==> config.mk <==
export PLATFORM = sky130hd
export DESIGN_NAME = carry_tile
export DESIGN_NICKNAME = d
export VERILOG_FILES = /design/src/rtl/tile_pkg.sv /design/src/rtl/cin_select.sv /design/src/rtl/lut_unit.sv /design/src/rtl/carry_unit.sv /design/src/rtl/logic_cell.sv /design/src/rtl/carry_tile.sv
export SDC_FILE = /design/constraint.sdc
export NUM_CORES = 1
export LEC_CHECK = 0
export ABC_AREA = 1
export BUFFER_PORTS_ARGS = -buffer_cell sky130_fd_sc_hd__buf_4
export CAP_MARGIN = 20
export CORE_UTILIZATION = 38
export DETAILED_ROUTE_END_ITERATION = 7
export PLACE_DENSITY = 0.88
export SLEW_MARGIN = 20
export SYNTH_ARGS = -nofsm -noshare
export SYNTH_HDL_FRONTEND = slang
export SYNTH_HIERARCHICAL = 1
export SYNTH_SLANG_ARGS = --single-unit
export TNS_END_PERCENT = 5
==> constraint.sdc <==
create_clock -name vclk -period 3.6
set_input_delay 0.54 -clock vclk [all_inputs]
set_output_delay 0.54 -clock vclk [all_outputs]
set_load 0.05 [all_outputs]
==> src/rtl/tile_pkg.sv <==
package tile_pkg;

    localparam int unsigned CELLS      = 8;
    localparam int unsigned LUT_INPUTS = 4;
    localparam int unsigned LUT_BITS   = 1 << LUT_INPUTS;

    typedef enum logic [1:0] {
        CIN_ZERO    = 2'b00,
        CIN_ONE     = 2'b01,
        CIN_CASCADE = 2'b10,
        CIN_RSVD    = 2'b11
    } cin_mode_e;

    // LUT address, MSB first: {I3,I2,I1,I0}
    typedef struct packed {
        logic carry;
        logic aux;
        logic opb;
        logic opa;
    } lut_addr_t;

    function automatic logic majority3(input logic x, input logic y, input logic z);
        return (x & y) | (z & (x | y));
    endfunction

endpackage

==> src/rtl/cin_select.sv <==
module cin_select
    import tile_pkg::*;
(
    input  logic [1:0] mode,
    input  logic       from_below,
    output logic       chain_start
);
    cin_mode_e mode_e;

    always_comb begin
        mode_e = cin_mode_e'(mode);
        unique case (mode_e)
            CIN_ONE:     chain_start = 1'b1;
            CIN_CASCADE: chain_start = from_below;
            default:     chain_start = 1'b0;
        endcase
    end
endmodule

==> src/rtl/lut_unit.sv <==
module lut_unit
    import tile_pkg::*;
#(
    parameter int unsigned K = LUT_INPUTS,
    localparam int unsigned DEPTH = 1 << K
) (
    input  logic [K-1:0]     addr,
    input  logic [DEPTH-1:0] table_bits,
    output logic             y
);
    assign y = table_bits[addr];
endmodule

==> src/rtl/carry_unit.sv <==
module carry_unit
    import tile_pkg::*;
(
    input  logic opa,
    input  logic opb,
    input  logic cin,
    output logic cout
);
    assign cout = majority3(opa, opb, cin);
endmodule

==> src/rtl/logic_cell.sv <==
module logic_cell
    import tile_pkg::*;
(
    input  logic                opa,
    input  logic                opb,
    input  logic                aux,
    input  logic                cin,
    input  logic [LUT_BITS-1:0] truth,
    output logic                lut_y,
    output logic                cout
);
    lut_addr_t addr;

    always_comb begin
        addr.carry = cin;
        addr.aux   = aux;
        addr.opb   = opb;
        addr.opa   = opa;
    end

    lut_unit #(.K(LUT_INPUTS)) u_lut (
        .addr       (addr),
        .table_bits (truth),
        .y          (lut_y)
    );

    carry_unit u_carry (
        .opa  (opa),
        .opb  (opb),
        .cin  (cin),
        .cout (cout)
    );
endmodule

==> src/rtl/carry_tile.sv <==
module carry_tile
    import tile_pkg::*;
#(
    parameter int unsigned NUM_CELLS = CELLS,
    localparam int unsigned CFG_W = NUM_CELLS * LUT_BITS
) (
    input  logic [NUM_CELLS-1:0] op_a,
    input  logic [NUM_CELLS-1:0] op_b,
    input  logic [NUM_CELLS-1:0] aux_in,
    input  logic [CFG_W-1:0]     lut_cfg,
    input  logic [1:0]           cin_mode,
    input  logic                 cascade_in,
    output logic [NUM_CELLS-1:0] lut_out,
    output logic                 cascade_out
);
    // carry_chain[i] enters cell i; carry_chain[NUM_CELLS] leaves the tile
    logic [NUM_CELLS:0] carry_chain;

    cin_select u_sel (
        .mode        (cin_mode),
        .from_below  (cascade_in),
        .chain_start (carry_chain[0])
    );

    for (genvar c = 0; c < NUM_CELLS; c++) begin : g_cell
        logic_cell u_cell (
            .opa   (op_a[c]),
            .opb   (op_b[c]),
            .aux   (aux_in[c]),
            .cin   (carry_chain[c]),
            .truth (lut_cfg[c*LUT_BITS +: LUT_BITS]),
            .lut_y (lut_out[c]),
            .cout  (carry_chain[c+1])
        );
    end

    assign cascade_out = carry_chain[NUM_CELLS];
endmodule

# Yosys cells after proc, flatten, opt, wreduce, memory -nomap -nowiden
# Index checks and enable logic that the tools add are counted.
# word_totals
ff_bits	0
input_bits	155
output_inout_bits	9
word_cells	59
# op_classes
magnitude_cmp	8
n_eq_ne	2
mux	17
n_bitwise	32
# ops
op	n
4-bit by 5-bit < comparator with 1-bit output, second input constant	8
1-bit binary-select mux with 4-bit select	8
1-bit bitwise AND	16
1-bit OR	16
1-bit 2-to-1 mux	8
2-bit by 1-bit equality test with 1-bit output, second input constant	1
2-bit equality test, second input constant	1
1-bit case mux with 2 select lines	1

# Logic depth before layout (Yosys ltp)
# logic_depth
depth_word	18
mapped_depth	21
ltp_nobuf	21

# Hierarchy
# The synthesis kept the hierarchy.
# modules_own_cells
mod	n_inst	cells_per_inst	area_per_inst_um2	seq_area_each_um2
lut_unit	8	50	230.2	0.0
carry_unit	8	4	16.3	0.0
cin_select	1	7	48.8	0.0

# Least setup slack after synthesis
# No wires, ideal clock.
# synth_timing
path_type	in2out
startpoint	input port cin_mode[0]
endpoint	output port cascade_out
arrival_ns	3.925
required_ns	3.060
setup_slack_ns	-0.865
stages	19
path_buffers	0
cell_sequence	inv_1 > ha_1 > a21oi_2 > nand2_1 > a21oi_1 > nand2_1 > a21oi_1 > nand2_1 > a21oi_1 > nand2_1 > a21oi_1 > nand2_1 > a21oi_1 > nand2_1 > a21oi_1 > nand2_1 > a21oi_1 > nand2_1 > a21oi_1
# synth_via
elab_chain_len	18
elab_cells_between_ends	19
cone_classes	2 x eq/ne; 1 x mux; 16 x bitwise
# synth_lines
element	line	source
start, declared	carry_tile.sv:11	input logic [1:0] cin_mode,
2-bit equality test or 2-bit by 1-bit equality test with 1-bit output (tied branches)	cin_select.sv:12	unique case (mode_e)
1-bit case mux with 2 select lines (*)	cin_select.sv:12	
named net carry_chain[0]	carry_tile.sv:17	logic [NUM_CELLS:0] carry_chain;
1-bit bitwise AND (*)	tile_pkg.sv:23	return (x & y) | (z & (x | y));
1-bit OR (*)	tile_pkg.sv:23	
named net carry_chain[1]	carry_tile.sv:17	
1-bit bitwise AND (*)	tile_pkg.sv:23	
1-bit OR (*)	tile_pkg.sv:23	
named net carry_chain[2]	carry_tile.sv:17	
[2 not listed]	-	
named net carry_chain[3]	carry_tile.sv:17	
[2 not listed]	-	
named net carry_chain[4]	carry_tile.sv:17	
[2 not listed]	-	
named net carry_chain[5]	carry_tile.sv:17	
1-bit bitwise AND (*)	tile_pkg.sv:23	
1-bit OR (*)	tile_pkg.sv:23	
named net carry_chain[6]	carry_tile.sv:17	
1-bit bitwise AND (*)	tile_pkg.sv:23	
1-bit OR (*)	tile_pkg.sv:23	
named net carry_chain[7]	carry_tile.sv:17	
1-bit bitwise AND (*)	tile_pkg.sv:23	
1-bit OR (*)	tile_pkg.sv:23	
end, declared	carry_tile.sv:14	output logic cascade_out
# Mark *: on every way through the listed nets, which the timed path passes. The rest lies on a longest branch.

# Worst setup path in the final report
# Same ends and word-level chain as after synthesis.

==> impl_results.md <==
- Outcome: finished, violations left
- Failing checks: negative setup slack
- Total grt overflow: 0
- Die W: 74.92 um
- Req. time, crit path: 3.06 ns
- Grt met2 use: between 40% and 50%
- Row count: 26
- Hold endpoint: cascade_out
- First-pass GRT wire length: 9.791 mm
- CORE AREA: 5107 sq um
- Vias: 3062
- Initial Utilization: between 30% and 40%
- Grt peak-use layer: met2
- Synthesized area per cell: between 4 and 5 sq um
- Endpoints failing hold: 0
- CP Cell Sequence: buf_8, inv_4, ha_4, a21oi_4, nor2_1, a21oi_4, nand2_1, a21oi_2, nand2_1, a21oi_2, nand2_1, a21oi_2, nand2_1, a21oi_2, nand2_1, a21oi_2, nand2_1, a21oi_2, nand2_1, a21oi_4, buf_6
- Layout Nets: ~760
- Most common cell after layout, fill and taps aside: buf_4
- Final period utilization: 105.0%
- Hold_buf cts: 0
- Critical path's most frequent cell: nand2_1
- Filler cell count in the final layout: 464
- CP max stage delay: 0.20 ns
- VDD IR max: 0.07364 mV
- Ant. Diodes: 0
- CP Launch Type: input pin
- Final core occ: around two thirds
- Final-layout clock buffer total: 0
- Max-slew violation count: 0
- DRT Pass-1 Iters: 4
- Min Tclk post-route: 3.779 ns
- Distinct cells, synth: 11
- Final instance area: 3427 sq um
- DRC violations left: 0
- Crit path buf inv count: 3
- Post-Route WL: ~6.5 mm
- Slew HR: 83.41%
- Die height: 74.92 um
- Max-cap viol count: 0
- CP top delay family: compound AO/OA/AOI/OAI gates
- DR vias/cell: 4.550
- Synthesis-to-layout area growth: 69.60%
- RSZ-0062 raised after global routing: true
- Critical path class: input pin to primary output
- Largest net degree at the start of global routing: 12
- WHS Path Cells: 4
- Initial antenna violation count: 0
- Port-buffer cells: 164
- Worst Path Arrival: 3.24 ns
- F_max: 0.2647 GHz
- Tot Pwr: 454.5 uW
- Post-Syn Area: roughly 2000 sq um
- Critical path's slowest cell: ha_4
- DRT iter0 DRCs: 79
- Min Hold Slack: 1.516 ns
- Global placer's final weighted congestion: 0.8345
- Final WS setup: -0.1785 ns
- Critical Path End Type: primary output
- DRT antenna net count: 0
- Multi-input gate area: 1436 sq um
- Io pins: 164
- Met3 GRT Util: 3.614%
- Grt met1 use: 21.58%
- Post-synth net total: 596
- Yosys Warn Count: 6
- Placed instance area: roughly 3400 sq um
- Max FO, Critical Path: 4
- Most frequent cells in the layout: buf_4, nand2_1, inv_1
- Syn Inst Count: 439
- Vias in the first global route: 2594
- Share of cells above drive strength 1: roughly two fifths
- Leak: 2.248 nW
- Measured slew at the worst slew-check pin: roughly 0.25 ns
- Seq cells: 0
- Final setup viols: 2
- Register area share after synthesis: 0%
- Storage cell area: 0 sq um
- Hold_sp: op_b[7]
- All-Layer GR Usage: 21.11%
- P per Cell Area: 132.6 nW/um^2
- Post-placement setup slack: -0.4151 ns
- Die ar.: between 5000 and 6000 sq um
- Hold Path Class: input pin to primary output
- Routed WL per cell: 9.627 um
- HPWL Detailed: 5.646 mm
metrics by stage:
step | cells | setup TNS [ns]
after floorplan | 439 | -0.2485
after global placement | 672 | -0.4765
after detailed placement | 672 | -0.8654
after CTS | 673 | -0.3916
after global routing | 673 | -1.014
final | 673 | -0.2786
logic make-up (layout without fill, tap and decap cells):
kind of cell	count (synthesis)	after routing	share of synthesized area, %
AOI/OAI and AO/OA	9	9	2.415
adders and majority gates	2	2	1.238
buffers and inverters	147	311	33.25
and+or+nand+nor	281	281	63.10
routing by layer:
layer  share of wire, %  up-vias
li1                   -     1609
met1                 38     1307
met2                 51      134
met3                9.5       12
met4                1.6        0
met5                  0        -
final cells by class:
cell class,instances,share of cell area [%]
Timing Repair Buffer,172,38.34
Tap cell,70,2.556
Inverter,139,17.20
Multi-Input combinational cell,292,41.91
power by group:
part	switching (mW)	internal, mW
clock	0	0
sequential	0	0
combinational	0.234	0.221
total	0.234	0.221
worst max-delay path by stage:
stage	slack [ns]	startpoint	depth (start not counted)	endpoint
after floorplan	-0.14	cin_mode[1]	18	cascade_out
after global placement	-0.28	cin_mode[1]	22	cascade_out
after detailed placement	-0.42	cin_mode[1]	22	cascade_out
after CTS	-0.23	cin_mode[0]	21	cascade_out
after global routing	-0.45	cin_mode[0]	21	cascade_out
final	-0.18	cin_mode[0]	21	cascade_out
cell usage after synthesis:
library cell / count / area (sq um)
a21oi_1: 8 / 40.04
a21oi_2: 1 / 8.760
buf_6: 8 / 90.09
ha_1: 2 / 25.02
inv_1: 115 / 431.7
inv_2: 16 / 60.06
inv_8: 8 / 90.09
nand2_1: 137 / 514.2
nand2_2: 40 / 250.2
nand3_1: 96 / 480.5
nor2_1: 8 / 30.03
repair_timing:
action	4_1_cts	5_1_grt
resized for setup	12	2
setup endpoints to repair	3	3
gates cloned	0	0
pin swaps	18	0
setup buffers	1	0
Power figures use the tool's default switching activity.
